## config.mk

```make
export PLATFORM = sky130hd
export DESIGN_NAME = char_dot_gen
export DESIGN_NICKNAME = d
export VERILOG_FILES = /design/src/rtl/cdg_pkg.sv /design/src/rtl/cdg_disp_ram.sv /design/src/rtl/cdg_pattern_ram.sv /design/src/rtl/cdg_blink_timer.sv /design/src/rtl/cdg_cell_pattern.sv /design/src/rtl/char_dot_gen.sv
export SDC_FILE = /design/constraint.sdc
export NUM_CORES = 1
export LEC_CHECK = 0
export ABC_AREA = 1
export BUFFER_PORTS_ARGS = -buffer_cell sky130_fd_sc_hd__buf_4
export CORE_AREA = 2 2 350 179
export DETAILED_ROUTE_END_ITERATION = 6
export DIE_AREA = 0 0 352 181
export GPL_ROUTABILITY_DRIVEN = 1
export PLACE_DENSITY = 0.81
export SLEW_MARGIN = 0
export SYNTH_ARGS = -nofsm -noshare
export SYNTH_HDL_FRONTEND = slang
export SYNTH_SLANG_ARGS = --single-unit
```

## constraint.sdc

```tcl
create_clock -name clk -period 58.4 [get_ports clk]
set_input_delay 5.84 -clock clk [delete_from_list [all_inputs] [get_ports clk]]
set_output_delay 5.84 -clock clk [all_outputs]
set_load 0.01 [all_outputs]
```

## src/rtl/cdg_pkg.sv

```systemverilog
package cdg_pkg;

    localparam int DOT_COLS = 5;
    localparam int CELL_ROWS = 8;
    localparam int CODE_W = 8;
    localparam int CG_AW = 6;

    typedef enum logic [1:0] {
        S_FETCH  = 2'd0,
        S_LOOKUP = 2'd1,
        S_DRIVE  = 2'd2
    } scan_state_e;

    // Stub font: a fixed mix of code and row, blank bottom row.
    function automatic logic [DOT_COLS-1:0] font_stub_row(
        input logic [CODE_W-1:0] code,
        input logic [2:0]        row
    );
        if (row == 3'd7) begin
            return '0;
        end
        return code[4:0] ^ {2'b00, row};
    endfunction

endpackage

```

## src/rtl/cdg_disp_ram.sv

```systemverilog
module cdg_disp_ram #(
    parameter int          DEPTH = 40,
    parameter int          AW    = 6,
    parameter int          DW    = 8,
    parameter logic [7:0]  FILL  = 8'h20
) (
    input  logic          clk,
    input  logic          rst,
    input  logic          we,
    input  logic [AW-1:0] waddr,
    input  logic [DW-1:0] wdata,
    input  logic [AW-1:0] raddr,
    output logic [DW-1:0] rdata
);

    localparam logic [AW:0] DEPTH_V = (AW+1)'(DEPTH);

    logic [DW-1:0] mem [DEPTH];

    always_ff @(posedge clk or posedge rst) begin
        if (rst) begin
            for (int i = 0; i < DEPTH; i++) begin
                mem[i] <= DW'(FILL);
            end
        end else if (we && ({1'b0, waddr} < DEPTH_V)) begin
            mem[waddr] <= wdata;
        end
    end

    always_comb begin
        if ({1'b0, raddr} < DEPTH_V) begin
            rdata = mem[raddr];
        end else begin
            rdata = DW'(FILL);
        end
    end

endmodule

```

## src/rtl/cdg_pattern_ram.sv

```systemverilog
module cdg_pattern_ram #(
    parameter int AW = 6,
    parameter int DW = 5
) (
    input  logic          clk,
    input  logic          rst,
    input  logic          we,
    input  logic [AW-1:0] waddr,
    input  logic [DW-1:0] wdata,
    input  logic [AW-1:0] raddr,
    output logic [DW-1:0] rdata
);

    localparam int DEPTH = 1 << AW;

    logic [DW-1:0] mem [DEPTH];

    always_ff @(posedge clk or posedge rst) begin
        if (rst) begin
            for (int i = 0; i < DEPTH; i++) begin
                mem[i] <= '0;
            end
        end else if (we) begin
            mem[waddr] <= wdata;
        end
    end

    assign rdata = mem[raddr];

endmodule

```

## src/rtl/cdg_blink_timer.sv

```systemverilog
module cdg_blink_timer #(
    parameter int HALF = 25_000_000
) (
    input  logic clk,
    input  logic rst,
    output logic phase
);

    localparam int BW = (HALF > 1) ? $clog2(HALF) : 1;
    localparam logic [BW-1:0] LAST = BW'(HALF - 1);

    logic [BW-1:0] cnt_q;

    always_ff @(posedge clk or posedge rst) begin
        if (rst) begin
            cnt_q <= '0;
            phase <= 1'b0;
        end else if (cnt_q == LAST) begin
            cnt_q <= '0;
            phase <= ~phase;
        end else begin
            cnt_q <= cnt_q + 1'b1;
        end
    end

endmodule

```

## src/rtl/cdg_cell_pattern.sv

```systemverilog
module cdg_cell_pattern
    import cdg_pkg::*;
(
    input  logic [CODE_W-1:0]   code,
    input  logic [2:0]          row,
    input  logic                is_cursor_cell,
    input  logic                cursor_on,
    input  logic                blink_on,
    input  logic                blink_phase,
    output logic [CG_AW-1:0]    cg_raddr,
    input  logic [DOT_COLS-1:0] cg_rdata,
    output logic [DOT_COLS-1:0] cell_dots
);

    logic                use_ram;
    logic [DOT_COLS-1:0] base_row;
    logic                bar_on;

    assign use_ram  = (code[7:4] == 4'h0);
    assign cg_raddr = {code[2:0], row};

    always_comb begin
        base_row = use_ram ? cg_rdata : font_stub_row(code, row);
        bar_on   = cursor_on && is_cursor_cell && (row == 3'd7);
        if (blink_on && is_cursor_cell && blink_phase) begin
            cell_dots = '1;
        end else if (bar_on) begin
            cell_dots = base_row | {DOT_COLS{1'b1}};
        end else begin
            cell_dots = base_row;
        end
    end

endmodule

```

## src/rtl/char_dot_gen.sv

```systemverilog
module char_dot_gen
    import cdg_pkg::*;
#(
    parameter int POSITIONS   = 16,
    parameter int LINE_LEN    = 40,
    parameter int QUARTER_CYC = 4,
    parameter int BLINK_HALF  = 25_000_000
) (
    input  logic                          clk,
    input  logic                          rst,
    input  logic                          disp_on,
    input  logic                          cursor_on,
    input  logic                          blink_on,
    input  logic [1:0]                    bright,
    input  logic [$clog2(LINE_LEN)-1:0]   shift_amt,
    input  logic [$clog2(LINE_LEN)-1:0]   cursor_addr,
    input  logic                          dd_we,
    input  logic [$clog2(LINE_LEN)-1:0]   dd_addr,
    input  logic [7:0]                    dd_wdata,
    input  logic                          cg_we,
    input  logic [5:0]                    cg_addr,
    input  logic [4:0]                    cg_wdata,
    output logic [4:0]                    dots,
    output logic                          anode_en,
    output logic                          slot_live,
    output logic [$clog2(POSITIONS)-1:0]  slot_pos,
    output logic [2:0]                    slot_row
);

    localparam int AW = $clog2(LINE_LEN);
    localparam int PW = $clog2(POSITIONS);
    localparam int SW = (QUARTER_CYC > 1) ? $clog2(QUARTER_CYC) : 1;
    localparam logic [AW:0]   LEN_V    = (AW+1)'(LINE_LEN);
    localparam logic [SW-1:0] SUB_LAST = SW'(QUARTER_CYC - 1);
    localparam logic [PW-1:0] POS_LAST = PW'(POSITIONS - 1);

    scan_state_e state_q, state_d;

    logic [PW-1:0]       pos_q;
    logic [2:0]          row_q;
    logic [1:0]          qidx_q;
    logic [SW-1:0]       sub_q;
    logic [CODE_W-1:0]   code_q;
    logic [AW-1:0]       addr_q;
    logic [DOT_COLS-1:0] dots_q;
    logic                on_q;
    logic [2:0]          lvl_q;

    logic [AW:0]         addr_sum;
    logic [AW:0]         addr_wrap;
    logic [AW-1:0]       rd_addr;
    logic [CODE_W-1:0]   rd_code;
    logic [CG_AW-1:0]    cg_raddr;
    logic [DOT_COLS-1:0] cg_rdata;
    logic [DOT_COLS-1:0] cell_dots;
    logic                blink_phase;
    logic                slot_done;

    // Position to display RAM address, wrapped on the line length.
    always_comb begin
        addr_sum  = (AW+1)'(pos_q) + {1'b0, shift_amt};
        addr_wrap = (addr_sum >= LEN_V) ? (addr_sum - LEN_V) : addr_sum;
        rd_addr   = addr_wrap[AW-1:0];
    end

    cdg_disp_ram #(
        .DEPTH (LINE_LEN),
        .AW    (AW),
        .DW    (CODE_W),
        .FILL  (8'h20)
    ) u_disp_ram (
        .clk   (clk),
        .rst   (rst),
        .we    (dd_we),
        .waddr (dd_addr),
        .wdata (dd_wdata),
        .raddr (rd_addr),
        .rdata (rd_code)
    );

    cdg_pattern_ram #(
        .AW (CG_AW),
        .DW (DOT_COLS)
    ) u_pattern_ram (
        .clk   (clk),
        .rst   (rst),
        .we    (cg_we),
        .waddr (cg_addr),
        .wdata (cg_wdata),
        .raddr (cg_raddr),
        .rdata (cg_rdata)
    );

    cdg_blink_timer #(
        .HALF (BLINK_HALF)
    ) u_blink (
        .clk   (clk),
        .rst   (rst),
        .phase (blink_phase)
    );

    cdg_cell_pattern u_cell (
        .code           (code_q),
        .row            (row_q),
        .is_cursor_cell (addr_q == cursor_addr),
        .cursor_on      (cursor_on),
        .blink_on       (blink_on),
        .blink_phase    (blink_phase),
        .cg_raddr       (cg_raddr),
        .cg_rdata       (cg_rdata),
        .cell_dots      (cell_dots)
    );

    assign slot_done = (qidx_q == 2'd3) && (sub_q == SUB_LAST);

    // Next-state selection.
    always_comb begin
        state_d = state_q;
        unique case (state_q)
            S_FETCH:  state_d = S_LOOKUP;
            S_LOOKUP: state_d = S_DRIVE;
            S_DRIVE:  state_d = slot_done ? S_FETCH : S_DRIVE;
            default:  state_d = S_FETCH;
        endcase
    end

    // State register.
    always_ff @(posedge clk or posedge rst) begin
        if (rst) begin
            state_q <= S_FETCH;
        end else begin
            state_q <= state_d;
        end
    end

    // Slot datapath.
    always_ff @(posedge clk or posedge rst) begin
        if (rst) begin
            pos_q  <= '0;
            row_q  <= '0;
            qidx_q <= '0;
            sub_q  <= '0;
            code_q <= '0;
            addr_q <= '0;
            dots_q <= '0;
            on_q   <= 1'b0;
            lvl_q  <= '0;
        end else begin
            unique case (state_q)
                S_FETCH: begin
                    code_q <= rd_code;
                    addr_q <= rd_addr;
                end
                S_LOOKUP: begin
                    dots_q <= disp_on ? cell_dots : '0;
                    on_q   <= disp_on;
                    lvl_q  <= 3'd4 - {1'b0, bright};
                    qidx_q <= '0;
                    sub_q  <= '0;
                end
                S_DRIVE: begin
                    if (sub_q == SUB_LAST) begin
                        sub_q  <= '0;
                        qidx_q <= qidx_q + 2'd1;
                    end else begin
                        sub_q <= sub_q + 1'b1;
                    end
                    if (slot_done) begin
                        row_q <= row_q + 3'd1;
                        if (row_q == 3'd7) begin
                            pos_q <= (pos_q == POS_LAST) ? '0 : pos_q + 1'b1;
                        end
                    end
                end
                default: begin
                    code_q <= code_q;
                end
            endcase
        end
    end

    // Outputs.
    always_comb begin
        slot_live = (state_q == S_DRIVE);
        anode_en  = slot_live && on_q && ({1'b0, qidx_q} < lvl_q);
        dots      = slot_live ? dots_q : '0;
        slot_pos  = pos_q;
        slot_row  = row_q;
    end

    assert_addr_in_line_R3: assert property (@(posedge clk) disable iff (rst)
        (state_q == S_FETCH) |-> ({1'b0, rd_addr} < LEN_V))
        else $error("display address outside the line");

    assert_anode_rise_first_R8: assert property (@(posedge clk) disable iff (rst)
        $rose(anode_en) |-> (qidx_q == 2'd0 && sub_q == '0))
        else $error("anode pulse started after the first quarter");

    assert_blank_when_off_R9: assert property (@(posedge clk) disable iff (rst)
        (state_q == S_LOOKUP && !disp_on) |=> (dots == '0 && !anode_en))
        else $error("display off slot not blank");

    assert_scan_advance_R2: assert property (@(posedge clk) disable iff (rst)
        $fell(slot_live) |-> (state_q == S_FETCH && row_q == 3'($past(row_q) + 3'd1)))
        else $error("row did not advance at slot end");

endmodule

```

**After elaboration in Yosys (flattened, before gate mapping)**

Index checks and enable logic that the tools add are counted.
W data, S select, Z words.

- Register bits after elaboration: 702
- Input bits: 46
- Output and inout port bits: 14
- Word-level logic and storage cells: 195

- Add/sub/neg operators: 8
- $lt $le $gt $ge: 10
- Equality and inequality tests: 9
- Muxes and demuxes: 30
- Bitwise logic cells: 6
- Reductions and logical operators: 16

Operators by type and width:

| operator | number |
|---|---|
| $bwmux W320 | 2 |
| $mux W5 | 10 |
| $bmux W8 S6 | 1 |
| $demux W8 S6 | 1 |
| $mux W8 | 4 |
| $bmux W5 S6 | 1 |
| $demux W5 S6 | 1 |
| $ge A7 B7 Y1 const B | 4 |
| $not A6 Y7 | 4 |
| $add A25 B1 Y25 const B | 1 |
| $eq A25 B25 Y1 const B | 1 |
| $mux W25 | 1 |
| $lt A7 B1 Y1 const B | 2 |
| $lt A6 B6 Y1 const B | 2 |
| $logic_and A1 B1 Y1 | 10 |
| $pmux W2 S2 | 2 |
| $add A4 B6 Y7 | 1 |
| $ge A7 B6 Y1 const B | 1 |
| $eq A2 B2 Y1 const B | 3 |
| $eq A6 B6 Y1 | 1 |
| $mux W2 | 3 |
| $mux W6 | 1 |
| $pmux W2 S3 | 1 |
| $sub A6 B6 Y6 const B | 1 |
| 18 further kinds | 20 |

**Longest topological paths before layout**

- Depth after elaboration: 8
- Gate-level depth with buffers: 20
- Gate-level depth less buffers: 20

**By module**

Synthesis repeated with hierarchy kept, for this count alone.

- Cells, all modules: 4287
- Area, all modules: 34129.0 um^2

By module, submodules not included:

| module | times used | cells an instance | area each (um^2) | seq. area each (um^2) |
|---|---|---|---|---|
| cdg_disp_ram | 1 | 1911 | 15222.1 | 8057.7 |
| cdg_pattern_ram | 1 | 1850 | 14964.4 | 8007.7 |
| char_dot_gen | 1 | 256 | 2049.5 | 900.9 |
| cdg_blink_timer | 1 | 224 | 1644.1 | 650.6 |
| cdg_cell_pattern | 1 | 46 | 249.0 | 0.0 |

**Worst setup path after synthesis**

No wires, ideal clock.

- Path kind: input to register
- Start point: input port shift_amt[0]
- End point: register code_q[0]
- Setup time: 0.116 ns
- Arrival time: 7.821 ns
- Data required time: 58.284 ns
- Slack: 50.463 ns
- Stages: 19
- Buffers on the path: 1
- Cell sequence: ha_1 -> inv_1 -> fa_1 -> inv_1 -> nand3_1 -> nand2_1 -> nand2_2 -> nand2_4 -> ha_1 -> nand2_2 -> nand2_4 -> nand3_1 -> buf_4 -> nand3_1 -> nand3_1 -> nand2_1 -> nand2_1 -> nand2_1 -> nand2_1

- Cells in the longest elaborated chain, start to end: 8
- Elaborated cells on any way between the ends: 10
- Those cells by class: 2 x add/sub; 2 x order compare; 5 x mux; 1 x bitwise

Ends and longest elaborated chain:

| element | line | source |
|---|---|---|
| start, declared | char_dot_gen.sv:15 | `input logic [$clog2(LINE_LEN)-1:0] shift_amt,` |
| $add A4 B6 Y7 (*) | char_dot_gen.sv:61 | `addr_sum = (AW+1)'(pos_q) + {1'b0, shift_amt};` |
| $sub A6 B6 Y6 / $ge A7 B6 Y1 (equally long branches) | char_dot_gen.sv:62 | `addr_wrap = (addr_sum >= LEN_V) ? (addr_sum - LEN_V) : addr_sum;` |
| $mux W6 (*) | char_dot_gen.sv:62 |  |
| $not A6 Y7 (implied by the code) | cdg_disp_ram.sv:32 | `rdata = mem[raddr];` |
| $bmux W8 S6 | cdg_disp_ram.sv:32 |  |
| $mux W8 (implied by the code) (2 in a row) | cdg_disp_ram.sv:32 |  |
| $mux W8 (*) | cdg_disp_ram.sv:31 | `if ({1'b0, raddr} < DEPTH_V) begin` |
| end signal, assigned | char_dot_gen.sv:151 | `code_q <= rd_code;` |
| end signal, assigned | char_dot_gen.sv:176 | `code_q <= code_q;` |
| end, declared | char_dot_gen.sv:43 | `logic [CODE_W-1:0] code_q;` |

Every way passes the cells marked *; elsewhere a longest branch is shown, timed or not. The select of a mux whose other input is x is not followed.
A chain may end at the register's enable or synchronous reset.

**Worst setup path after layout**

- Start point: input port shift_amt[0]
- End point: register code_q[7]

The elaborated chain is that of the path after synthesis.

==> flow_summary.yaml <==
floorplanning:
  initial_utilization: 0.545
  die-area_sq_mm: 0.0637
  die_y_um: 181
  coreArea_sq_mm: 0.0605
  die_x_um: 352
  io_pins: 60
  rows: 64
route:
  wire_per_inst_um: 20.5
  ant_nets: 0
  num_vias: 28400
  first_pass_iters: 5
  viasPerCell: 6.10
  drc: 0
  drtIter0Drc: 4154
  drt_wl_total_um: 95400
cts:
  root_buffer: "clkbuf_16"
  cts_tree: "built"
  hold_buffers: 0
  clk_latency_ns: 0.64
  htreeDepth: 2
  post_cts_buffers: 0
  cts.sinks: 702
  cts_buffer_depth: 3
  cts_resized: 0
  path_clk_slew_ns: 0.07
  cts-buffers-inserted: 61
power:
  power_mw: 1.15
  powerDensity_mw_per_mm2: 32.1
  power.leakage_nw: 15.9
  vdd_drop_max_v: 0.0000255
worst_setup_path:
  endpoint_kind: "flop"
  rr_worst_depth: 14
  worst_setup_path_start_kind: "input pin"
  rr_endpoint: "code_q[7]"
  cpMostUsedCell: "nand2_1"
  r2r_setup_slack_ns: 53.72
  required_ns: 58.97
  critPathKind: "input pin to flop"
  worstPathMaxFanout: 65
  r2r-start: "slot_pos[1]"
  arrival_ns: 9.97
  path_cells: "buf_4 > ha_4 > inv_1 > fa_2 > buf_4 > clkinv_2 > buf_4 > a21oi_1 > a22oi_1 > o21ai_0 > nand3_1 > nand3_1 > nand2_1 > nand2_1 > nand2_1 > nand2_1"
  critical_path.max_stage_delay_ns: 0.70
  worst_path_max_delay_cell: "clkinv_2"
logic_synthesis:
  synth-seq-cells: 702
  yosys_warnings: 0
  synth_xor_area_frac: 0.00319
  synth-seq-area-share: 0.535
  synthArstFlopShare: 1.00
  synth_simple_gate_area_frac: 0.204
  synthAdderAreaFrac: 0.00707
  synth_area_leader_cell: "dfrtp_1"
  netlist_top_cells_area: "dfrtp_1, o21ai_0, nand2_1, nor2_1, dfstp_2"
  yosysUniqueCellTypes: 55
  synth-compound-area-share: 0.199
  netlist_area_sq_mm: 0.0329
  muxShareOfSynthArea: 0
  postSynthCellCount: 3870
  synth_flop_cell: "dfrtp_1"
  synth_fp_nets: 3934
  synth_edf_count: 0
  syn_avg_cell_area_sq_um: 8.51
  synth_top_family_by_area: "simple AND/OR/NAND/NOR gates"
  yosysTopAreaCellShare: 0.503
timing:
  fin_skew_ns: 0.0236
  setup-violations-final: 0
  post-route-min-period_ns: 9.41
  tightest_slew_ns: 1.26
  grt_setup_unrepaired: "no"
  setup_tns_ns: 0
  fmax_ghz: 0.106
  slew_violations: 0
  fin_crit_sh: 0.161
  relSlewSlack: 0.154
  hold_viol_final: 0
finish:
  antenna_cells: 0
  syn2layout_area_growth_pct: 8.30
  final_layout_size_suffix_gt1_frac: 0.0979
  layout.nets: 3849
grt:
  globalRouteMet2Util: 0.370
  grt_pass1_vias: 25900
  grt_pass1_wl_um: 151000
  track_usage: 0.299
  antenna_found_initial: 0
  grt_max_degree: 182
  overflow: 0
  busiest_layer: "met1"
  grtUsageMet1: 0.482
  grt.met3_usage: 0.105
placed_design:
  gp_congestion: 0.985
  io_buffer_count: 59
  place.detailed.hpwl_um: 60800
hold_path:
  hold_path_depth: 1
  holdPathEnd: "u_blink.cnt_q[0]"
  hold_path_startpoint: "u_blink.cnt_q[0]"
  worstHoldPathType: "flop to flop"
flow_run:
  drv_cap: 0
outcome:
  status: "complete, no violations"
-- metal layers --
layer | vias up | share of wire
met5 | - | 0
met4 | 0 | 0.023
met3 | 142 | 0.14
met2 | 1609 | 0.38
met1 | 13700 | 0.46
li1 | 12900 | -
-- metrics by stage --
| stage | hold WS [ns] | cell area (sq um) | std cells | setup slack [ns] | utilization |
|---|---|---|---|---|---|
| after floorplan | 0.433 | 32900 | 3870 | 32.94 | - |
| after global placement | 0.454 | 33600 | 4547 | 48.65 | 0.556 |
| after detailed placement | 0.456 | 33600 | 4547 | 48.57 | 0.556 |
| after CTS | 0.472 | 35700 | 4656 | 49.21 | 0.590 |
| after global routing | 0.496 | 35700 | 4656 | 48.88 | 0.590 |
| final | 0.475 | 35700 | 4656 | 49.00 | 0.590 |
-- cell type report --
| type | count | area [sq um] |
|---|---|---|
| timing repair buffer | 95 | 726 |
| sequential | 702 | 17600 |
| clock inverter | 21 | 191 |
| inverter | 165 | 636 |
| clock buffer | 88 | 1830 |
| fill | 5212 | 24800 |
| tap | 825 | 1030 |
| multi-input combinational | 2760 | 13600 |
-- worst max path at each step --
stage | from | to | slack (ns) | cells after the start
final | shift_amt[0] | code_q[7] | 49.00 | 16
after global placement | shift_amt[0] | code_q[7] | 48.65 | 16
after detailed placement | shift_amt[0] | code_q[7] | 48.57 | 16
after CTS | shift_amt[0] | code_q[7] | 49.21 | 16
after global routing | shift_amt[0] | code_q[3] | 48.88 | 16
after floorplan | rst | addr_q[0] | 32.94 | 1
-- logic make-up (layout without fill, tap and decap cells) --
family                   after synthesis  in the layout
AND/OR/NAND/NOR                     1538           1538
AO/OA/AOI/OAI                       1192           1192
flip-flops                           702            702
buffers and inverters                408            369
adder cells (fa/ha/maj)               18             18
XOR/XNOR                              12             12
-- flip-flops by register name, indices dropped and copies added (netlist names) --
| signal | flops |
|---|---|
| u_disp_ram.mem | 320 |
| u_pattern_ram.mem | 320 |
| u_blink.cnt_q | 25 |
| code_q | 8 |
| addr_q | 6 |
| dots_q | 5 |
| slot_pos | 4 |
| lvl_q | 3 |
| slot_row | 3 |
| qidx_q | 2 |
| state_q | 2 |
| sub_q | 2 |
| on_q | 1 |
| u_blink.phase | 1 |
-- synthesized netlist by cell type (29+ instances only) --
library cell and instances:
inv_1 144, nand2_1 886, clkbuf_1 152, a21oi_1 143, nand2_2 52, o21ai_1 35
nand3_1 143, o221ai_1 95, nor3_1 29, nor2_1 348, o21ai_0 847, dfrtp_1 662
buf_2 60, dfstp_2 40
-- critical path, delay by kind of cell --
kind	cells	cell delay, ns
buffers and inverters	5	2.00
AOI/OAI and AO/OA	3	0.91
adders and majority gates	2	0.65
and+or+nand+nor	6	0.51
-- layout by cell type (no fill, tap or decap), drive strengths merged, types with 42 or more instances in the layout --
| cell | synthesis | routed |
|---|---|---|
| a21oi | 143 | 143 |
| buf | 91 | 95 |
| clkbuf | 152 | 88 |
| dfrtp | 662 | 662 |
| inv | 157 | 164 |
| nand2 | 944 | 944 |
| nand3 | 147 | 147 |
| nor2 | 361 | 361 |
| nor3 | 42 | 42 |
| o21ai | 884 | 884 |
| o221ai | 95 | 95 |
-- where the power goes --
part           total [mW]  internal, mW  switching (mW)
Combinational       0.143        0.0496          0.0934
Sequential          0.585         0.550          0.0351
Clock               0.417         0.230           0.188
(Power assumes the default switching activity.)
